### config.mk
export PLATFORM = sky130hd
export DESIGN_NAME = ivac_ctrl
export DESIGN_NICKNAME = d
export VERILOG_FILES = /design/src/rtl/ivac_pkg.sv /design/src/rtl/ivac_req_arb.sv /design/src/rtl/ivac_vec_asm.sv /design/src/rtl/ivac_ctrl.sv
export SDC_FILE = /design/constraint.sdc
export NUM_CORES = 1
export LEC_CHECK = 0
export BUFFER_PORTS_ARGS = -buffer_cell sky130_fd_sc_hd__buf_2
export CORE_MARGIN = 2
export CORE_UTILIZATION = 30
export DETAILED_ROUTE_END_ITERATION = 10
export PLACE_DENSITY_LB_ADDON = 0.12
export SETUP_SLACK_MARGIN = 0.1
export SYNTH_ARGS = -nofsm -noshare
export SYNTH_HDL_FRONTEND = slang
export SYNTH_SLANG_ARGS = --single-unit
### constraint.sdc
create_clock -name clk -period 2.6 [get_ports clk]
set_input_delay 0.13 -clock clk [delete_from_list [all_inputs] [get_ports clk]]
set_output_delay 0.13 -clock clk [all_outputs]
set_load 0.05 [all_outputs]
### src/rtl/ivac_pkg.sv
package ivac_pkg;
    typedef enum logic [2:0] {
        ST_IDLE,
        ST_ACK1,
        ST_GAP,
        ST_ACK2,
        ST_READ,
        ST_TAKE,
        ST_DONE
    } ivac_state_e;

    typedef enum logic [1:0] {
        SRC_NONE,
        SRC_NMI,
        SRC_SW,
        SRC_MASK
    } ivac_src_e;

    localparam logic [7:0] NMI_TYPE = 8'd2;
endpackage

### src/rtl/ivac_req_arb.sv
module ivac_req_arb
    import ivac_pkg::*;
(
    input  logic      clk,
    input  logic      rst_n,
    input  logic      idle,
    input  logic      nmi_in,
    input  logic      intr_req,
    input  logic      int_enable,
    input  logic      sw_req,
    output ivac_src_e src
);
    logic nmi_q;
    logic nmi_pend;
    logic nmi_rise;
    logic nmi_any;
    logic nmi_take;

    assign nmi_rise = nmi_in & ~nmi_q;
    assign nmi_any  = nmi_pend | nmi_rise;
    assign nmi_take = idle & nmi_any;

    // Priority: nonmaskable, then software, then maskable.
    always_comb begin
        if (nmi_any)
            src = SRC_NMI;
        else if (sw_req)
            src = SRC_SW;
        else if (intr_req && int_enable)
            src = SRC_MASK;
        else
            src = SRC_NONE;
    end

    always_ff @(posedge clk or negedge rst_n) begin
        if (!rst_n) begin
            nmi_q    <= 1'b0;
            nmi_pend <= 1'b0;
        end else begin
            nmi_q    <= nmi_in;
            nmi_pend <= nmi_any & ~nmi_take;
        end
    end
endmodule

### src/rtl/ivac_vec_asm.sv
module ivac_vec_asm #(
    parameter int WORD_W = 16,
    parameter int ADDR_W = WORD_W + 4
) (
    input  logic              clk,
    input  logic              rst_n,
    input  logic              clr,
    input  logic              load,
    input  logic [1:0]        idx,
    input  logic [7:0]        rdata,
    output logic [ADDR_W-1:0] target
);
    localparam int NBYTES = 2 * WORD_W / 8;
    localparam int WB     = WORD_W / 8;
    localparam int SHIFT  = ADDR_W - WORD_W;

    logic [8*NBYTES-1:0] bytes_q;
    logic [WORD_W-1:0]   offset_w;
    logic [WORD_W-1:0]   segment_w;

    always_ff @(posedge clk or negedge rst_n) begin
        if (!rst_n) begin
            bytes_q <= '0;
        end else if (clr) begin
            bytes_q <= '0;
        end else if (load) begin
            for (int b = 0; b < NBYTES; b++) begin
                if (idx == 2'(b))
                    bytes_q[8*b +: 8] <= rdata;
            end
        end
    end

    // Lower word is the offset, upper word is the segment, both little-endian.
    assign offset_w  = bytes_q[0 +: WORD_W];
    assign segment_w = bytes_q[8*WB +: WORD_W];
    assign target    = {segment_w, {SHIFT{1'b0}}} + {{SHIFT{1'b0}}, offset_w};
endmodule

### src/rtl/ivac_ctrl.sv
module ivac_ctrl
    import ivac_pkg::*;
#(
    parameter int ACK_LO = 2,
    parameter int ACK_HI = 2,
    parameter int WORD_W = 16
) (
    input  logic                clk,
    input  logic                rst_n,
    input  logic                intr_req,
    input  logic                nmi_in,
    input  logic                int_enable,
    input  logic                sw_req,
    input  logic [7:0]          sw_type,
    output logic                ack_n,
    input  logic [7:0]          ack_data,
    output logic                mem_rd,
    output logic [WORD_W+3:0]   mem_addr,
    input  logic [7:0]          mem_rdata,
    output logic                done,
    output logic [7:0]          svc_type,
    output logic [WORD_W+3:0]   target
);
    localparam int ADDR_W = WORD_W + 4;
    localparam int CMAX   = (ACK_LO > ACK_HI) ? ACK_LO : ACK_HI;
    localparam int CNT_W  = $clog2(CMAX) + 1;
    localparam int PAD_W  = ADDR_W - 10;

    ivac_state_e state, state_nxt;
    ivac_src_e   src;
    logic [CNT_W-1:0] cnt;
    logic [1:0]       bidx;
    logic [7:0]       type_r;
    logic [7:0]       type_nxt;
    logic             start;

    ivac_req_arb u_arb (
        .clk        (clk),
        .rst_n      (rst_n),
        .idle       (state == ST_IDLE),
        .nmi_in     (nmi_in),
        .intr_req   (intr_req),
        .int_enable (int_enable),
        .sw_req     (sw_req),
        .src        (src)
    );

    ivac_vec_asm #(.WORD_W(WORD_W), .ADDR_W(ADDR_W)) u_asm (
        .clk    (clk),
        .rst_n  (rst_n),
        .clr    (start),
        .load   (state == ST_TAKE),
        .idx    (bidx),
        .rdata  (mem_rdata),
        .target (target)
    );

    // Next-state and type selection
    always_comb begin
        state_nxt = state;
        type_nxt  = type_r;
        start     = 1'b0;
        unique case (state)
            ST_IDLE: begin
                unique case (src)
                    SRC_NMI: begin
                        state_nxt = ST_READ;
                        type_nxt  = NMI_TYPE;
                        start     = 1'b1;
                    end
                    SRC_SW: begin
                        state_nxt = ST_READ;
                        type_nxt  = sw_type;
                        start     = 1'b1;
                    end
                    SRC_MASK: begin
                        state_nxt = ST_ACK1;
                        start     = 1'b1;
                    end
                    default: state_nxt = ST_IDLE;
                endcase
            end
            ST_ACK1: if (cnt == CNT_W'(ACK_LO - 1)) state_nxt = ST_GAP;
            ST_GAP:  if (cnt == CNT_W'(ACK_HI - 1)) state_nxt = ST_ACK2;
            ST_ACK2: begin
                if (cnt == CNT_W'(ACK_LO - 1)) begin
                    state_nxt = ST_READ;
                    type_nxt  = ack_data;
                end
            end
            ST_READ: state_nxt = ST_TAKE;
            ST_TAKE: state_nxt = (bidx == 2'd3) ? ST_DONE : ST_READ;
            ST_DONE: state_nxt = ST_IDLE;
            default: state_nxt = ST_IDLE;
        endcase
    end

    // State register and sequencing counters
    always_ff @(posedge clk or negedge rst_n) begin
        if (!rst_n) begin
            state  <= ST_IDLE;
            cnt    <= '0;
            bidx   <= '0;
            type_r <= '0;
        end else begin
            state  <= state_nxt;
            type_r <= type_nxt;
            cnt    <= (state_nxt != state) ? '0 : cnt + 1'b1;
            if (start)
                bidx <= '0;
            else if (state == ST_TAKE)
                bidx <= bidx + 2'd1;
        end
    end

    // Moore outputs
    always_comb begin
        ack_n    = !((state == ST_ACK1) || (state == ST_ACK2));
        mem_rd   = (state == ST_READ);
        mem_addr = {{PAD_W{1'b0}}, type_r, bidx};
        done     = (state == ST_DONE);
        svc_type = type_r;
    end
endmodule

==> results of run 1 <==
[registers in the layout (all words and copies together) (netlist names)]
signal / count
state: 3
bidx: 2
svc_type: 8
u_arb.nmi_q: 1
cnt: 2
u_asm.bytes_q: 32
u_arb.nmi_pend: 1
[cells by family after synthesis]
group	after synthesis
AND/OR/NAND/NOR	139
adder cells (fa/ha/maj)	18
AO/OA/AOI/OAI	90
other	1
flip-flops	49
buffers and inverters	46
XOR/XNOR	14
multiplexers	1
[area by class of cell]
type	count	area share
multi-input cells	272	0.457
clock buffers	7	0.0238
well taps	133	0.0459
repair buffers	77	0.118
inverters	8	0.00829
clock inverters	1	0.00829
flip-flops and latches	49	0.338
[path summary, 6_finish.rpt]
check	end	slack (ns)	cells past startpoint
worst max-delay path	target[18]	0.18	8
worst min-delay path	u_asm.bytes_q[10]	0.11	3
worst max register to register	u_asm.bytes_q[16]	0.66	4
worst min register to register	cnt[0]	0.43	1
max in group asynchronous	u_asm.bytes_q[18]	1.49	3
min in group asynchronous	u_asm.bytes_q[1]	0.33	2
[worst max-delay path, delay by kind of cell (launching register included)]
family	cells	cell delay (ns)
adder cells (fa/ha/maj)	2	0.47
AND/OR/NAND/NOR	2	0.20
AO/OA/AOI/OAI	3	0.74
flip-flops	1	0.37
buffers and inverters	1	0.19
[stage by stage]
stage                     cells  worst slack [ns]  hold WS [ns]  cell area (sq um)
after floorplan             367             0.104        -0.166               3080
after global placement      534             0.301         0.153               3360
after detailed placement    534             0.250         0.151               3360
after CTS                   544            0.0897        0.0969               3520
after global routing        547           0.00366         0.104               3620
final                       547             0.178         0.106               3620
[metal layers]
metal / track usage / up-vias / routed length (microns)
met3: 0.0225 / 5 / 218
met4: 0.0343 / 0 / 77
li1: - / 1296 / -
met5: 0 / - / 0
met1: 0.188 / 1202 / 3520
met2: 0.227 / 37 / 3520
[what timing repair did]
| action | CTS | global route |
|---|---|---|
| buffers inserted | 0 | 3 |
| hold endpoints to repair | 22 | 0 |
| pin swaps | 1 | 11 |
| gates cloned | 0 | 0 |
| hold buffers | 2 | 0 |
| gates resized for setup | 9 | 22 |
| setup endpoints to repair | 7 | 9 |
[synthesized netlist by cell type, types with 3 or more instances]
master,n,area share
nand2_1,81,0.10
ha_1,17,0.070
buf_2,6,0.0099
clkbuf_1,3,0.0037
o31ai_1,3,0.0074
nand3_1,8,0.013
a21oi_1,42,0.069
dfrtp_1,49,0.40
and2_1,7,0.014
inv_1,7,0.0086
xor2_1,8,0.023
xnor2_1,6,0.017
nor2b_1,4,0.0082
o21ai_0,10,0.016
a22oi_1,7,0.017
nor3_1,6,0.0099
a21oi_2,11,0.032
and3_1,3,0.0062
buf_4,27,0.067
nor2_1,23,0.028
nand4_1,3,0.0062
==> run metrics, run 1 <==
IO Port Bufs=70; row cnt=36; critical path class=reg -> out; main combinational cell family by area after synthesis=simple AND/OR/NAND/NOR gates; drt pass-1 iters=4; largest net degree at the start of global routing=35; initial DRC count=145; Critical Path Sink Type=primary output; Die H=105 microns; clk slew on worst S/H paths=~0.09 ns; FF-to-FF Start=state[0]; Max Slew Vio Count=0; Max Cap Viol=0; synthesis-to-layout area growth=19.0%; Multi-input gate area=1660 sq um; Final Skew=about 0.0067 ns; gpl congestion=between 0.7 and 0.8; HP Class=in -> reg; H-tree depth=2; vias in the first global route=around 2500; Tot GR Track Use=0.137; Post-Syn Area=3040 sq um; Worst Path Required=2.47 ns; clock sink total=approximately 50; Compound-Gate Fraction of Synth Area=0.186; critical path arrival=between 2 and 2.5 ns; fraction of registers with async set/reset=1.00; slowest CP cell=a2111o_1; CP startpoint=u_asm.bytes_q[4]; Mapped Cells=about 360; Seq/Total Area, Yosys=0.403; most common cell after layout, fill and taps aside=nand2_1; Synthesis Warnings=0; f_max=413 MHz; mux share of post-synthesis cell area=0.00329; DRC=0; Synth Area in Adders=0.0764; TNS Setup=0 ns; status=completed; Sequential Area=1230 sq um; Max-slew headroom=0.585; layout cells sized above 1=0.271; vias per std cell=4.64; xor and xnor area share after synthesis=0.0403; Die Footprint=11000 sq um; TritonCTS buffer count=5; Setup violations, final=0; antenna violations before repair=0; CP cell instances=ha_2, fa_2, a211oi_4, o31ai_2, nand2_1, a2111o_1, nand3_1, buf_4; Syn Area/Cell=8.50 sq um; Antenna Cells=0; Initial Utilization=0.310; HPWL after DPL=5.50 mm; worst-margin pin slew=0.623 ns; Max Root-Sink Buffers=2; CP max FO=3; Critical Path Source Type=register; number of synthesized flops with an enable pin=0; unrepaired setup endpoints after global routing=yes; Slowest Stage Delay on Critical Path=0.38 ns; Die Width=105 microns; Synth Area in Simple Gates=0.197; CTS root buf=clkbuf_8; nets@finish=461; Core Region=9820 sq um; latest clock arrival within the worst-skew pair=around 0.30 ns; final core utilization=0.369; Overflow after GRT=0; final wirelength=7.34 mm; Ports=81; final hold vios=0; Vias=2540; Hold Startpoint=mem_rdata[2]; Final Cycle Share=0.931; unique cell type count in the Yosys netlist=45; global-route wire length before repair=approximately 12 mm; fillers=1081; Detail Route Antenna Nets=0; wire per inst=roughly 13 microns; CTS tree=done; FF+latch count, synth=49; Top FF cell, synth=dfrtp_1; most frequent cells in the layout=nand2_1 (80), buf_2 (62), dfrtp_1 (49); Final Critical Period=2.42 ns
Power of run 1 is not shown: default switching activity piles up to over one toggle a cycle in this logic, so the estimate is an artifact.
==> run 2: changes to the inputs <==
- clock period: 2.6 -> 2.05 ns (I/O delays scaled with it)
==> run 2 against run 1 <==
The run now ends with setup timing left. Critical path depth rose by 1. Global-route usage rose by 0.32 points. First-iteration DRC count fell by 25%. Count of clock-buffer cells in the layout fell by 2.
==> run metrics, run 2 (synthesis gave the netlist of run 1 again) <==
post-place setup slack=-0.116 ns (-0.366 ns); final core utilization=0.417 (+0.0480); Hold Startpoint=mem_rdata[1]; Max Slew Vio Count=0 (unchanged); Final Cycle Share=1.13; vias in the first global route=2567 (+4.1%); post-route setup slack=-0.272 ns (-0.450 ns); max reg flops=32 (unchanged); Die H=105 microns (unchanged); f_max=431 MHz; Die Width=105 microns (unchanged); antenna violations before repair=0 (unchanged); Max Cap Viol=0 (unchanged); hold path endpoint=u_asm.bytes_q[9]; Core Region=9820 sq um (unchanged); Biggest register=u_asm.bytes_q; CP max FO=3 (unchanged); Critical Path Sink Type=primary output; largest net degree at the start of global routing=50 (+43%); Critical Path Source Type=register; TritonCTS buffer count=5 (unchanged); Vias=2618 (+3.1%); clock sink total=49 (unchanged); critical path arrival=2.22 ns (-0.07 ns); final hold vios=0 (unchanged); Ports=81 (unchanged); CTS root buf=clkbuf_8; vias per std cell=4.62 (-0.56%); nets@finish=481 (+4.3%); Antenna Cells=0 (unchanged); H-tree depth=2 (unchanged); global-route wire length before repair=12.6 mm (+2.4%); Fin Hold WS=0.0545 ns (-0.0515 ns); status=finished, violations left; Final Critical Period=approximately 2.3 ns; latest clock arrival within the worst-skew pair=0.31 ns (about the same); initial DRC count=109 (-25%); Tot GR Track Use=0.141 (+0.00320); Worst R2R Path Depth=6 (+2); gpl congestion=0.774 (+3.2%); Worst Path Required=1.95 ns (-0.52 ns); hold path depth=3 (unchanged); most frequent cells in the layout=nand2_1 (78), buf_2 (56), dfrtp_1 (49); Max Root-Sink Buffers=2 (unchanged); HPWL after DPL=5.50 mm (about the same); clk slew on worst S/H paths=0.10 ns (about the same); unrepaired setup endpoints after global routing=yes; synthesis-to-layout area growth=34.5%; row cnt=36 (unchanged); Detail Route Antenna Nets=0 (unchanged); CTS tree=done; most common cell after layout, fill and taps aside=nand2_1; drt pass-1 iters=4 (unchanged); final wirelength=7.44 mm (+1.3%); failing checks=setup timing; critical path class=reg -> out; layout cells sized above 1=0.369 (+0.0981); Overflow after GRT=0 (unchanged); IO Port Bufs=70 (unchanged); FF-to-FF Start=state[2]; HP Class=in -> reg; FF-to-FF End=u_asm.bytes_q[18]; Die Footprint=11000 sq um (unchanged); Setup violations, final=11 (+11); DRC=0 (unchanged); wire per inst=13.1 microns (-2.3%); Final Skew=0.0127 ns (+0.00604 ns); Worst R2R Setup Slack=0.41 ns (-0.25 ns); Initial Utilization=0.310 (unchanged)
## run 2: cell types whose count changed in the layout (fill, tap and decap cells not counted), sizes merged
cell and change:
clkinv +1, clkbuf -2, bufinv -1, clkinvlp +1
inv +1, buf +20
## run 2: what timing repair did
action | 4_1_cts | 5_1_grt
pin swaps | 14 | 6
endpoints found under the hold margin | 50 | 0
setup endpoints to repair | 14 | 14
resized for setup | 48 | 16
hold buffers | 2 | 0
buffers inserted | 4 | 3
## run 2: worst max-delay path, stage by stage (launching register included)
cell	delay [ns]
dfrtp_1	0.40
ha_2	0.20
fa_2	0.37
a211oi_4	0.25
o31ai_2	0.11
nand2_1	0.11
buf_4	0.13
nand2_4	0.05
xor2_4	0.14
buf_6	0.15
## run 2: per-stage QoR
stage	TNS, ns	std cells	cell area (sq um)
final	-2.47	567	4100
after global routing	-3.76	567	4100
after CTS	-2.74	566	4020
after detailed placement	-0.428	553	3710
after global placement	-0.445	553	3710
after floorplan	0	367	3260
## run 2: per-layer routing
metal	part of all wire	up-vias	global-route usage
met3	0.031	7	0.0237
met4	0.011	0	0.0371
li1	-	1331	-
met2	0.49	38	0.238
met5	0	-	0
met1	0.47	1242	0.186
## run 2: cell type report
cell class,instances,area [sq um]
Clock inverter,3,21.3
Clock buffer,5,68.8
Sequential cell,49,1230
Timing Repair Buffer,97,678
Inverter,8,30.0
Fill cell,1063,5720
Multi-Input combinational cell,272,1900
Tap cell,133,166
## run 2: worst max path at each step
stage                      end             start  slack, ns
global route        target[18]  u_asm.bytes_q[4]      -0.40
finish              target[14]  u_asm.bytes_q[4]      -0.27
detailed placement  target[18]  u_asm.bytes_q[4]      -0.12
CTS                 target[10]  u_asm.bytes_q[4]      -0.35
global placement    target[18]  u_asm.bytes_q[4]      -0.12
floorplan           target[12]  u_asm.bytes_q[4]      0.006
Power of run 2 is left out for the same reason.
